<file path="src/rtl/ccdtag_pkg.sv">
package ccdtag_pkg;
   typedef enum logic [2:0] {
      RG_DUMMY   = 3'd0,
      RG_DARK    = 3'd1,
      RG_BUFFER  = 3'd2,
      RG_ACTIVE  = 3'd3,
      RG_OVERCLK = 3'd4
   } region_t;

   localparam logic [1:0] CFA_R  = 2'd0;
   localparam logic [1:0] CFA_GR = 2'd1;
   localparam logic [1:0] CFA_GB = 2'd2;
   localparam logic [1:0] CFA_B  = 2'd3;
endpackage

</file>
<file path="src/rtl/ccdtag_counters.sv">
module ccdtag_counters #(
   parameter int LINE_LEN    = 4641,
   parameter int FRAME_LINES = 3695,
   parameter int LW          = 12,
   parameter int CW          = 13
) (
   input  logic          clk_i,
   input  logic          rst_ni,
   input  logic          sof_i,
   input  logic          sol_i,
   input  logic          pix_vld_i,
   output logic [LW-1:0] line_o,
   output logic [CW-1:0] col_o,
   output logic          line_err_o
);
   localparam logic [LW-1:0] LINES_C = LW'(FRAME_LINES);
   localparam logic [CW-1:0] LEN_C   = CW'(LINE_LEN);

   // Out of reset the line counter parks past the frame, so stray samples read as overclock.
   always_ff @(posedge clk_i) begin
      if (!rst_ni) begin
         line_o     <= LINES_C;
         col_o      <= '0;
         line_err_o <= 1'b0;
      end else begin
         line_err_o <= 1'b0;
         if (sof_i) begin
            line_o <= '0;
            col_o  <= '0;
         end else if (sol_i) begin
            line_err_o <= (line_o < LINES_C) && (col_o < LEN_C);
            if (line_o < LINES_C) line_o <= line_o + 1'b1;
            col_o <= '0;
         end else if (pix_vld_i && (col_o < LEN_C)) begin
            col_o <= col_o + 1'b1;
         end
      end
   end

   a_r11_marker_not_with_sample: assert property (@(posedge clk_i) disable iff (!rst_ni)
      !(pix_vld_i && (sof_i || sol_i)));
   a_r6_col_saturates: assert property (@(posedge clk_i) disable iff (!rst_ni)
      col_o <= LEN_C);
   a_r10_sof_restarts: assert property (@(posedge clk_i) disable iff (!rst_ni)
      sof_i |=> (line_o == '0) && (col_o == '0));
   a_r9_err_follows_sol: assert property (@(posedge clk_i) disable iff (!rst_ni)
      line_err_o |-> $past(sol_i));
endmodule

</file>
<file path="src/rtl/ccdtag_classify.sv">
module ccdtag_classify
   import ccdtag_pkg::*;
#(
   parameter int LINE_LEN    = 4641,
   parameter int FRAME_LINES = 3695,
   parameter int DUMMY_COLS  = 20,
   parameter int DARK_COLS   = 36,
   parameter int BUF_BAND    = 20,
   parameter int BLUE_LEAD   = 4,
   parameter int ACTIVE_COLS = 4500,
   parameter int ACTIVE_ROWS = 3600,
   parameter int TOP_DARK    = 30,
   parameter int BOT_DARK    = 23,
   parameter bit COLOR       = 1'b1,
   parameter int LW          = 12,
   parameter int CW          = 13
) (
   input  logic [LW-1:0] line_i,
   input  logic [CW-1:0] col_i,
   output region_t       region_o,
   output logic [1:0]    cfa_o
);
   localparam int BUF0_I    = DUMMY_COLS + DARK_COLS;
   localparam int ACT0_I    = BUF0_I + BUF_BAND;
   localparam int ACTEND_I  = ACT0_I + ACTIVE_COLS;
   localparam int BUFEND_I  = ACTEND_I + BUF_BAND;
   localparam int BAYER0_I  = BUF0_I + BLUE_LEAD;
   localparam int RACT0_I   = TOP_DARK + BUF_BAND;
   localparam int RACTEND_I = RACT0_I + ACTIVE_ROWS;
   localparam int REFEND_I  = RACTEND_I + BUF_BAND;

   localparam logic [CW-1:0] C_LEN    = CW'(LINE_LEN);
   localparam logic [CW-1:0] C_DARK0  = CW'(DUMMY_COLS);
   localparam logic [CW-1:0] C_BUF0   = CW'(BUF0_I);
   localparam logic [CW-1:0] C_ACT0   = CW'(ACT0_I);
   localparam logic [CW-1:0] C_ACTEND = CW'(ACTEND_I);
   localparam logic [CW-1:0] C_BUFEND = CW'(BUFEND_I);
   localparam logic [CW-1:0] C_BAYER0 = CW'(BAYER0_I);
   localparam logic [LW-1:0] L_FRAME  = LW'(FRAME_LINES);
   localparam logic [LW-1:0] L_EFF0   = LW'(TOP_DARK);
   localparam logic [LW-1:0] L_ACT0   = LW'(RACT0_I);
   localparam logic [LW-1:0] L_ACTEND = LW'(RACTEND_I);
   localparam logic [LW-1:0] L_EFFEND = LW'(REFEND_I);
   localparam logic R_PAR = 1'(TOP_DARK % 2);
   localparam logic C_PAR = 1'(BAYER0_I % 2);

   if (BUFEND_I > LINE_LEN) begin : g_bad_line_layout
      $error("column bands exceed LINE_LEN");
   end
   if (REFEND_I + BOT_DARK > FRAME_LINES) begin : g_bad_frame_layout
      $error("line bands exceed FRAME_LINES");
   end
   if (BLUE_LEAD > BUF_BAND) begin : g_bad_blue_lead
      $error("BLUE_LEAD wider than the buffer band");
   end

   logic eff_row, act_row;

   always_comb begin
      eff_row = (line_i >= L_EFF0) && (line_i < L_EFFEND);
      act_row = (line_i >= L_ACT0) && (line_i < L_ACTEND);
      if ((line_i >= L_FRAME) || (col_i >= C_LEN)) region_o = RG_OVERCLK;
      else if (col_i < C_DARK0)                    region_o = RG_DUMMY;
      else if (!eff_row)                           region_o = RG_DARK;
      else if (col_i < C_BUF0)                     region_o = RG_DARK;
      else if (col_i < C_ACT0)                     region_o = RG_BUFFER;
      else if (col_i < C_ACTEND)                   region_o = act_row ? RG_ACTIVE : RG_BUFFER;
      else if (col_i < C_BUFEND)                   region_o = RG_BUFFER;
      else                                         region_o = RG_DARK;
   end

   if (COLOR) begin : g_color
      always_comb begin
         cfa_o = CFA_R;
         if ((region_o == RG_BUFFER) || (region_o == RG_ACTIVE)) begin
            if (col_i < C_BAYER0) cfa_o = CFA_B;
            else                  cfa_o = {line_i[0] ^ R_PAR, col_i[0] ^ C_PAR};
         end
      end
   end else begin : g_mono
      assign cfa_o = CFA_R;
   end
endmodule

</file>
<file path="src/rtl/ccdtag_darkacc.sv">
module ccdtag_darkacc #(
   parameter int DW         = 16,
   parameter int DUMMY_COLS = 20,
   parameter int DARK_COLS  = 36,
   parameter int AVG_SHIFT  = 5,
   parameter int CW         = 13,
   parameter int ACC_W      = DW + $clog2(DARK_COLS + 1),
   parameter int AVG_W      = ACC_W - AVG_SHIFT
) (
   input  logic             clk_i,
   input  logic             rst_ni,
   input  logic             clr_i,
   input  logic             pix_vld_i,
   input  logic             line_ok_i,
   input  logic [CW-1:0]    col_i,
   input  logic [DW-1:0]    data_i,
   output logic [AVG_W-1:0] avg_o,
   output logic             avg_vld_o
);
   localparam logic [CW-1:0] C_FIRST = CW'(DUMMY_COLS);
   localparam logic [CW-1:0] C_LAST  = CW'(DUMMY_COLS + DARK_COLS - 1);

   if (AVG_SHIFT >= ACC_W || DARK_COLS < 1) begin : g_bad_acc
      $error("accumulator parameters out of range");
   end

   logic [ACC_W-1:0] acc_q;
   logic [ACC_W-1:0] sum;
   logic             take;

   assign take = pix_vld_i && line_ok_i && (col_i >= C_FIRST) && (col_i <= C_LAST);
   assign sum  = acc_q + ACC_W'(data_i);

   always_ff @(posedge clk_i) begin
      if (!rst_ni) begin
         acc_q     <= '0;
         avg_o     <= '0;
         avg_vld_o <= 1'b0;
      end else begin
         avg_vld_o <= 1'b0;
         if (clr_i) begin
            acc_q <= '0;
         end else if (take) begin
            if (col_i == C_LAST) begin
               acc_q     <= '0;
               avg_o     <= sum[ACC_W-1:AVG_SHIFT];
               avg_vld_o <= 1'b1;
            end else begin
               acc_q <= sum;
            end
         end
      end
   end

   a_r8_single_pulse: assert property (@(posedge clk_i) disable iff (!rst_ni)
      avg_vld_o |=> !avg_vld_o);
endmodule

</file>
<file path="src/rtl/ccd_region_tagger.sv">
module ccd_region_tagger
   import ccdtag_pkg::*;
#(
   parameter int DW          = 16,
   parameter int LINE_LEN    = 4641,
   parameter int FRAME_LINES = 3695,
   parameter int DUMMY_COLS  = 20,
   parameter int DARK_COLS   = 36,
   parameter int BUF_BAND    = 20,
   parameter int BLUE_LEAD   = 4,
   parameter int ACTIVE_COLS = 4500,
   parameter int ACTIVE_ROWS = 3600,
   parameter int TOP_DARK    = 30,
   parameter int BOT_DARK    = 23,
   parameter int AVG_SHIFT   = 5,
   parameter bit COLOR       = 1'b1
) (
   input  logic          clk_i,
   input  logic          rst_ni,
   input  logic          sof_i,
   input  logic          sol_i,
   input  logic          pix_vld_i,
   input  logic [DW-1:0] pix_data_i,
   output logic          tag_vld_o,
   output logic [2:0]    region_o,
   output logic [1:0]    cfa_o,
   output logic [DW-1:0] pix_data_o,
   output logic [DW+$clog2(DARK_COLS+1)-AVG_SHIFT-1:0] dark_avg_o,
   output logic          dark_avg_vld_o,
   output logic          line_err_o
);
   localparam int LW    = $clog2(FRAME_LINES + 1);
   localparam int CW    = $clog2(LINE_LEN + 1);
   localparam int ACC_W = DW + $clog2(DARK_COLS + 1);
   localparam int AVG_W = ACC_W - AVG_SHIFT;
   localparam logic [LW-1:0] L_FRAME = LW'(FRAME_LINES);

   logic [LW-1:0] line_q;
   logic [CW-1:0] col_q;
   region_t       rg;
   logic [1:0]    cf;
   logic          line_ok;

   ccdtag_counters #(
      .LINE_LEN(LINE_LEN), .FRAME_LINES(FRAME_LINES), .LW(LW), .CW(CW)
   ) u_cnt (
      .clk_i(clk_i), .rst_ni(rst_ni), .sof_i(sof_i), .sol_i(sol_i),
      .pix_vld_i(pix_vld_i), .line_o(line_q), .col_o(col_q),
      .line_err_o(line_err_o)
   );

   ccdtag_classify #(
      .LINE_LEN(LINE_LEN), .FRAME_LINES(FRAME_LINES), .DUMMY_COLS(DUMMY_COLS),
      .DARK_COLS(DARK_COLS), .BUF_BAND(BUF_BAND), .BLUE_LEAD(BLUE_LEAD),
      .ACTIVE_COLS(ACTIVE_COLS), .ACTIVE_ROWS(ACTIVE_ROWS),
      .TOP_DARK(TOP_DARK), .BOT_DARK(BOT_DARK), .COLOR(COLOR),
      .LW(LW), .CW(CW)
   ) u_cls (
      .line_i(line_q), .col_i(col_q), .region_o(rg), .cfa_o(cf)
   );

   assign line_ok = (line_q < L_FRAME);

   ccdtag_darkacc #(
      .DW(DW), .DUMMY_COLS(DUMMY_COLS), .DARK_COLS(DARK_COLS),
      .AVG_SHIFT(AVG_SHIFT), .CW(CW), .ACC_W(ACC_W), .AVG_W(AVG_W)
   ) u_dark (
      .clk_i(clk_i), .rst_ni(rst_ni), .clr_i(sof_i || sol_i),
      .pix_vld_i(pix_vld_i), .line_ok_i(line_ok), .col_i(col_q),
      .data_i(pix_data_i), .avg_o(dark_avg_o), .avg_vld_o(dark_avg_vld_o)
   );

   always_ff @(posedge clk_i) begin
      if (!rst_ni) begin
         tag_vld_o  <= 1'b0;
         region_o   <= '0;
         cfa_o      <= '0;
         pix_data_o <= '0;
      end else begin
         tag_vld_o <= pix_vld_i;
         if (pix_vld_i) begin
            region_o   <= rg;
            cfa_o      <= cf;
            pix_data_o <= pix_data_i;
         end
      end
   end

   a_r8_avg_on_dark_tag: assert property (@(posedge clk_i) disable iff (!rst_ni)
      dark_avg_vld_o |-> tag_vld_o && (region_o == RG_DARK));
   a_r7_cfa_idle_off_image: assert property (@(posedge clk_i) disable iff (!rst_ni)
      (tag_vld_o && (region_o != RG_BUFFER) && (region_o != RG_ACTIVE)) |-> (cfa_o == 2'd0));
   a_r9_err_not_with_avg: assert property (@(posedge clk_i) disable iff (!rst_ni)
      $onehot0({dark_avg_vld_o, line_err_o}));
endmodule

</file>
<file path="config.mk">
export PLATFORM = sky130hd
export DESIGN_NAME = ccd_region_tagger
export DESIGN_NICKNAME = d
export VERILOG_FILES = /design/src/rtl/ccdtag_pkg.sv /design/src/rtl/ccdtag_counters.sv /design/src/rtl/ccdtag_classify.sv /design/src/rtl/ccdtag_darkacc.sv /design/src/rtl/ccd_region_tagger.sv
export SDC_FILE = /design/constraint.sdc
export NUM_CORES = 1
export LEC_CHECK = 0
export ABC_CLOCK_PERIOD_IN_PS = 5400
export CELL_PAD_IN_SITES_DETAIL_PLACEMENT = 1
export CELL_PAD_IN_SITES_GLOBAL_PLACEMENT = 2
export CORE_MARGIN = 4
export CORE_UTILIZATION = 35
export CTS_BUF_LIST = sky130_fd_sc_hd__clkbuf_16
export DETAILED_ROUTE_END_ITERATION = 7
export GPL_TIMING_DRIVEN = 1
export HOLD_SLACK_MARGIN = 0.05
export PLACE_DENSITY = 0.91
export SETUP_SLACK_MARGIN = 0.02
export SLEW_MARGIN = 20
export SYNTH_ARGS = -nofsm -noshare
export SYNTH_HDL_FRONTEND = slang
export SYNTH_SLANG_ARGS = --single-unit
</file>
<file path="constraint.sdc">
create_clock -name clk_i -period 5.4 [get_ports clk_i]
set_input_delay 0.81 -clock clk_i [delete_from_list [all_inputs] [get_ports clk_i]]
set_output_delay 0.81 -clock clk_i [all_outputs]
set_load 0.05 [all_outputs]
</file>
== Word level (Yosys, flattened, before mapping) ==
Index checks and enable logic that the tools add are counted.

* Equality and inequality tests: 3
* Magnitude comparators: 16
* Bitwise logic cells: 4
* Mux-type cells: 15
* Reductions and logical operators: 20
* Add/subtract/negate cells: 3

{| class="wikitable"
|+ Operators with widths
! kind !! number
|-
| $lt 13x13->1 const B || 3
|-
| $lt 12x12->1 const B || 3
|-
| $mux 12 || 3
|-
| $lt 13x6->1 const B || 2
|-
| $add 22x16->22 || 1
|-
| $mux 22 || 1
|-
| $mux 3 || 6
|-
| $add 13x1->13 const B || 1
|-
| $eq 13x6->1 const B || 1
|-
| $ge 13x13->1 const B || 1
|-
| $ge 13x5->1 const B || 1
|-
| $le 13x6->1 const B || 1
|-
| $lt 13x5->1 const B || 1
|-
| $lt 13x7->1 const B || 1
|-
| $add 12x1->12 const B || 1
|-
| $ge 12x12->1 const B || 1
|-
| $ge 12x5->1 const B || 1
|-
| $ge 12x6->1 const B || 1
|-
| $reduce_or 3->1 || 3
|-
| $logic_and 1x1->1 || 7
|-
| $eq 3x2->1 const B || 2
|-
| $mux 2 || 3
|-
| $not 1->1 || 4
|-
| $reduce_and 2->1 || 2
|-
| other kinds (5) || 10
|}

* Register bits: 88
* Word-level logic and storage cells: 72
* Output and inout bits: 41

== Logic depth before layout (Yosys ltp) ==
* Depth after elaboration: 12
* Depth in mapped cells: 10
* Depth with buffers taken out: 10

== Hierarchy ==
From an unflattened synthesis, not the netlist that was laid out.

* Cells, all modules: 594
* Area total of the unflattened synthesis: 5008.6 µm²

{| class="wikitable"
|+ Modules (own cells, without submodules)
! module !! instances !! area each (µm²) !! cells an instance
|-
| ccdtag_darkacc || 1 || 2436.1 || 301
|-
| ccdtag_counters || 1 || 1417.6 || 170
|-
| ccd_region_tagger || 1 || 848.3 || 74
|-
| ccdtag_classify || 1 || 306.5 || 49
|}

== Worst setup path after synthesis ==
OpenSTA, ideal clock, no wires.

* Path kind: input to register
* From: input pix_data_i[0]
* To: register u_dark.avg_o[13]
* Path buffers: 0
* Setup slack: 2745 ps
* Data required time: 5268 ps
* Cell stages on the path: 10
* Arrival time: 2523 ps
* Cell sequence: ha_1 -> inv_1 -> fa_1 -> nand2b_1 -> a21oi_1 -> o311a_1 -> o211ai_1 -> a21oi_1 -> xnor2_1 -> a21oi_1

* Longest elaborated chain between the ends: 1

{| class="wikitable"
|+ RTL lines
! element !! RTL line !! RTL
|-
| start: declaration || ccd_region_tagger.sv:23 || <nowiki>input logic [DW-1:0] pix_data_i,</nowiki>
|-
| $add 22x16->22 || ccdtag_darkacc.sv:32 || <nowiki>assign sum = acc_q + ACC_W'(data_i);</nowiki>
|-
| end signal: assignment || ccdtag_darkacc.sv:46 || <nowiki>avg_o <= sum[ACC_W-1:AVG_SHIFT];</nowiki>
|-
| end: declaration || ccdtag_darkacc.sv:17 || <nowiki>output logic [AVG_W-1:0] avg_o,</nowiki>
|}

No other way between the ends.
A chain may end at the register's enable or synchronous reset.

== Worst setup path in the final report ==
Ends and elaborated chain as after synthesis.

==> impl_metrics.toml <==
[status]
outcome = "completed"

[setup_path]
worstSetupStartpointType = "input port"
path_delay_family = "compound AO/OA/AOI/OAI gates"
path_cells = "clkdlybuf4s50_1, ha_1, inv_1, fa_1, nand2b_1, a21oi_1, o311a_1, o211ai_1, a21oi_1, xnor2_1, a21oi_1"
worstReg2RegStart = "u_cnt.line_o[1]$_SDFFE_PN1P_"
critPathSlowestCell = "clkdlybuf4s50_1"
endpoint_kind = "register"
reg2reg_depth = 8
rrSetupSlack_ns = 2.44
path_buf_inv = 2
crit_fanout = 4
crit_top_cell = "a21oi_1"
arrival_ns = 3.44
cp.depth = 11
crit_end = "u_dark.avg_o[13]$_SDFFE_PN0P_"
crit_path_max_incr_delay_ns = 0.48
r2r-end = "u_dark.acc_q[15]$_SDFFE_PP0P_"
critPathKind = "input port to register"
cp-startpoint = "pix_data_i[0]"
cp.required_ns = 5.59

[placed_design]
io_buffers = 61
gp_congestion = 0.868
dp_hpwl_um = 9590

[drt]
route.detailed.drc = 0
first_pass_iters = 4
vias_per_cell = 5.39
wirelength_um = 13100
vias = 4190
avgRoutedWirePerCell_um = 16.9
drt_iter0_markers = 191
ant_nets = 0

[clock_tree]
cts_setup_buffers = 0
cts.clk_slew.worst_paths_ns = 0.06
cts_made_buffers = 9
clk_latency_ns = 0.34
cts_tree = "yes"
cts_buffer_depth = 2
cts_root_buf = "clkbuf_16"
h-tree-depth = 3
cts_sinks = 88
cts_resized = 0
cts.hold.buffers_added = 0

[yosys]
synth_compound_area_share_pct = 17.7
yosys-top-cells-count = "88 x dfxtp_1, 64 x nor2_1, 52 x nand2_1"
synth_top_family_by_area = "simple AND/OR/NAND/NOR gates"
yosysMostFrequentCell = "dfxtp_1"
synth.avg_cell_area_um2 = 8.24
yosys.area_share.adder_pct = 5.92
synth_xor_area_share_pct = 6.53
synth_area_um2 = 4560
yosys-top-cells-area = "dfxtp_1 39%, ha_1 5.5%, nor2_1 5.3%"
synth_flop_cell = "dfxtp_1"
ys_ff_latch = 88
synth_cells = 554
synth-async-reset-ratio_pct = 0
syn_nets = 596
synth_cell_types = 52
yosys.area.top_type = "dfxtp_1"
synth_warnings = 0
synth_edf_count = 0
synthSimpleGateAreaFrac_pct = 23.8
netlist.area_leader.share_pct = 38.6
yosysSeqAreaShare_pct = 38.6
synthMuxAreaShare_pct = 3.51

[sta]
timing.hold.ws_ns = 0.465
worstMarginPinSlew_ns = 0.788
post-route-period-util_pct = 60.3
hold_viol = 0
tns_ns = 0
drv_slew = 0
fmax_mhz = 307
setup_viol_count_final = 0
min_period_ns = 3.25
finClkSkew_ns = 0.00474
rsz0062_at_grt = "false"
slew_headroom_pct = 47.3

[floorplanning]
initial_core_util_pct = 36.0
die_area_um2 = 14900
die_h_um = 122
pin_count = 62
placementRows = 41
dieWidth_um = 122
core_area_um2 = 12700

[layout]
finish.utilization_pct = 43.7
n_antenna_cell = 0
drive_gt1_share_pct = 3.96
area_growth_syn_to_layout_pct = 21.4
fin_nets = 646

[grt]
grt_max_degree = 34
antenna_found_initial = 0
grt_pass1_wl_um = 21600
gr-total-overflow = 0
grt_pass1_vias = 4417
track_usage_pct = 18.0

[pwr]
power.density_cell_area_nw_per_um2 = 247
ir_drop_mv = 0.122
fin_total_pwr_mw = 1.37
p_leak_nw = 2.16

[run]
cap_violations = 0

[hold_path]
hold_class = "register to register"
## stage by stage
step	setup WS [ns]	cells	area (µm²)
2_1_floorplan	2.74	554	4560
3_3_place_gp	1.95	765	5300
3_5_place_dp	1.81	765	5300
4_1_cts	2.16	778	5540
5_1_grt	1.96	778	5540
6_report	2.15	778	5540
## worst register-to-register path: stages, from the launching register on
cell and delay [ns]:
dfxtp_1 0.48, ha_1 0.26, nand3_1 0.10, a211oi_1 0.60, nor3_2 0.16, o21ai_1 0.44, and2_1 0.61, nand2_1 0.12
o21ai_0 0.10
## cell families (layout without fill, tap and decap cells)
| family | Yosys count | count (layout) |
|---|---|---|
| multiplexers | 16 | 16 |
| flip-flops | 88 | 88 |
| buffers and inverters | 42 | 94 |
| AND/OR/NAND/NOR | 222 | 222 |
| adder cells (fa/ha/maj) | 21 | 21 |
| AO/OA/AOI/OAI | 131 | 131 |
| XOR/XNOR | 34 | 34 |
## worst min path at each step
stage	to	from	slack (ns)	cells past startpoint
floorplan	u_dark.acc_q[14]$_SDFFE_PP0P_	u_dark.acc_q[14]$_SDFFE_PP0P_	0.42	2
global placement	u_dark.acc_q[14]$_SDFFE_PP0P_	u_dark.acc_q[14]$_SDFFE_PP0P_	0.43	2
detailed placement	u_dark.acc_q[14]$_SDFFE_PP0P_	u_dark.acc_q[14]$_SDFFE_PP0P_	0.45	2
CTS	u_dark.acc_q[14]$_SDFFE_PP0P_	u_dark.acc_q[14]$_SDFFE_PP0P_	0.47	2
global route	u_dark.avg_o[9]$_SDFFE_PN0P_	u_dark.avg_o[9]$_SDFFE_PN0P_	0.49	2
finish	u_dark.acc_q[14]$_SDFFE_PP0P_	u_dark.acc_q[14]$_SDFFE_PP0P_	0.47	2
## power breakdown
group	switching, mW	internal [mW]	leakage [nW]
sequential	0.0162	0.664	0.716
clock	0.243	0.299	0.129
combinational	0.0891	0.0561	1.31
## placed cells by master (no fill, tap or decap), types with 20 or more instances in the layout
cell             count
a21oi_1             32
clkdlybuf4s50_1     61
dfxtp_1             88
ha_1                20
nand2_1             52
nand3_1             28
nor2_1              64
o21ai_0             46
## state kept, by name (all words and copies together), names as in the netlist
name	count
region_o	3
u_cnt.line_o	12
pix_data_o	16
cfa_o	2
u_dark.avg_vld_o	1
u_dark.avg_o	17
u_cnt.line_err_o	1
u_dark.acc_q	22
u_cnt.col_o	13
tag_vld_o	1
## layout make-up
| cell class | instances | area, µm² |
|---|---|---|
| Multi-Input combinational cell | 424 | 2620 |
| Inverter | 17 | 63.8 |
| Tap cell | 172 | 215 |
| Clock buffer | 9 | 225 |
| Sequential cell | 88 | 1760 |
| Timing Repair Buffer | 64 | 633 |
| Clock inverter | 4 | 17.5 |
| Fill cell | 1531 | 7130 |
## per-layer routing
metal | track usage [%] | up-vias | wire length [µm]
li1 | - | 2057 | -
met3 | 2.69 | 15 | 281
met5 | 0 | - | 0
met2 | 31.8 | 48 | 6540
met1 | 22.5 | 2070 | 6080
met4 | 6.09 | 0 | 216
Power figures use the tool's default switching activity.
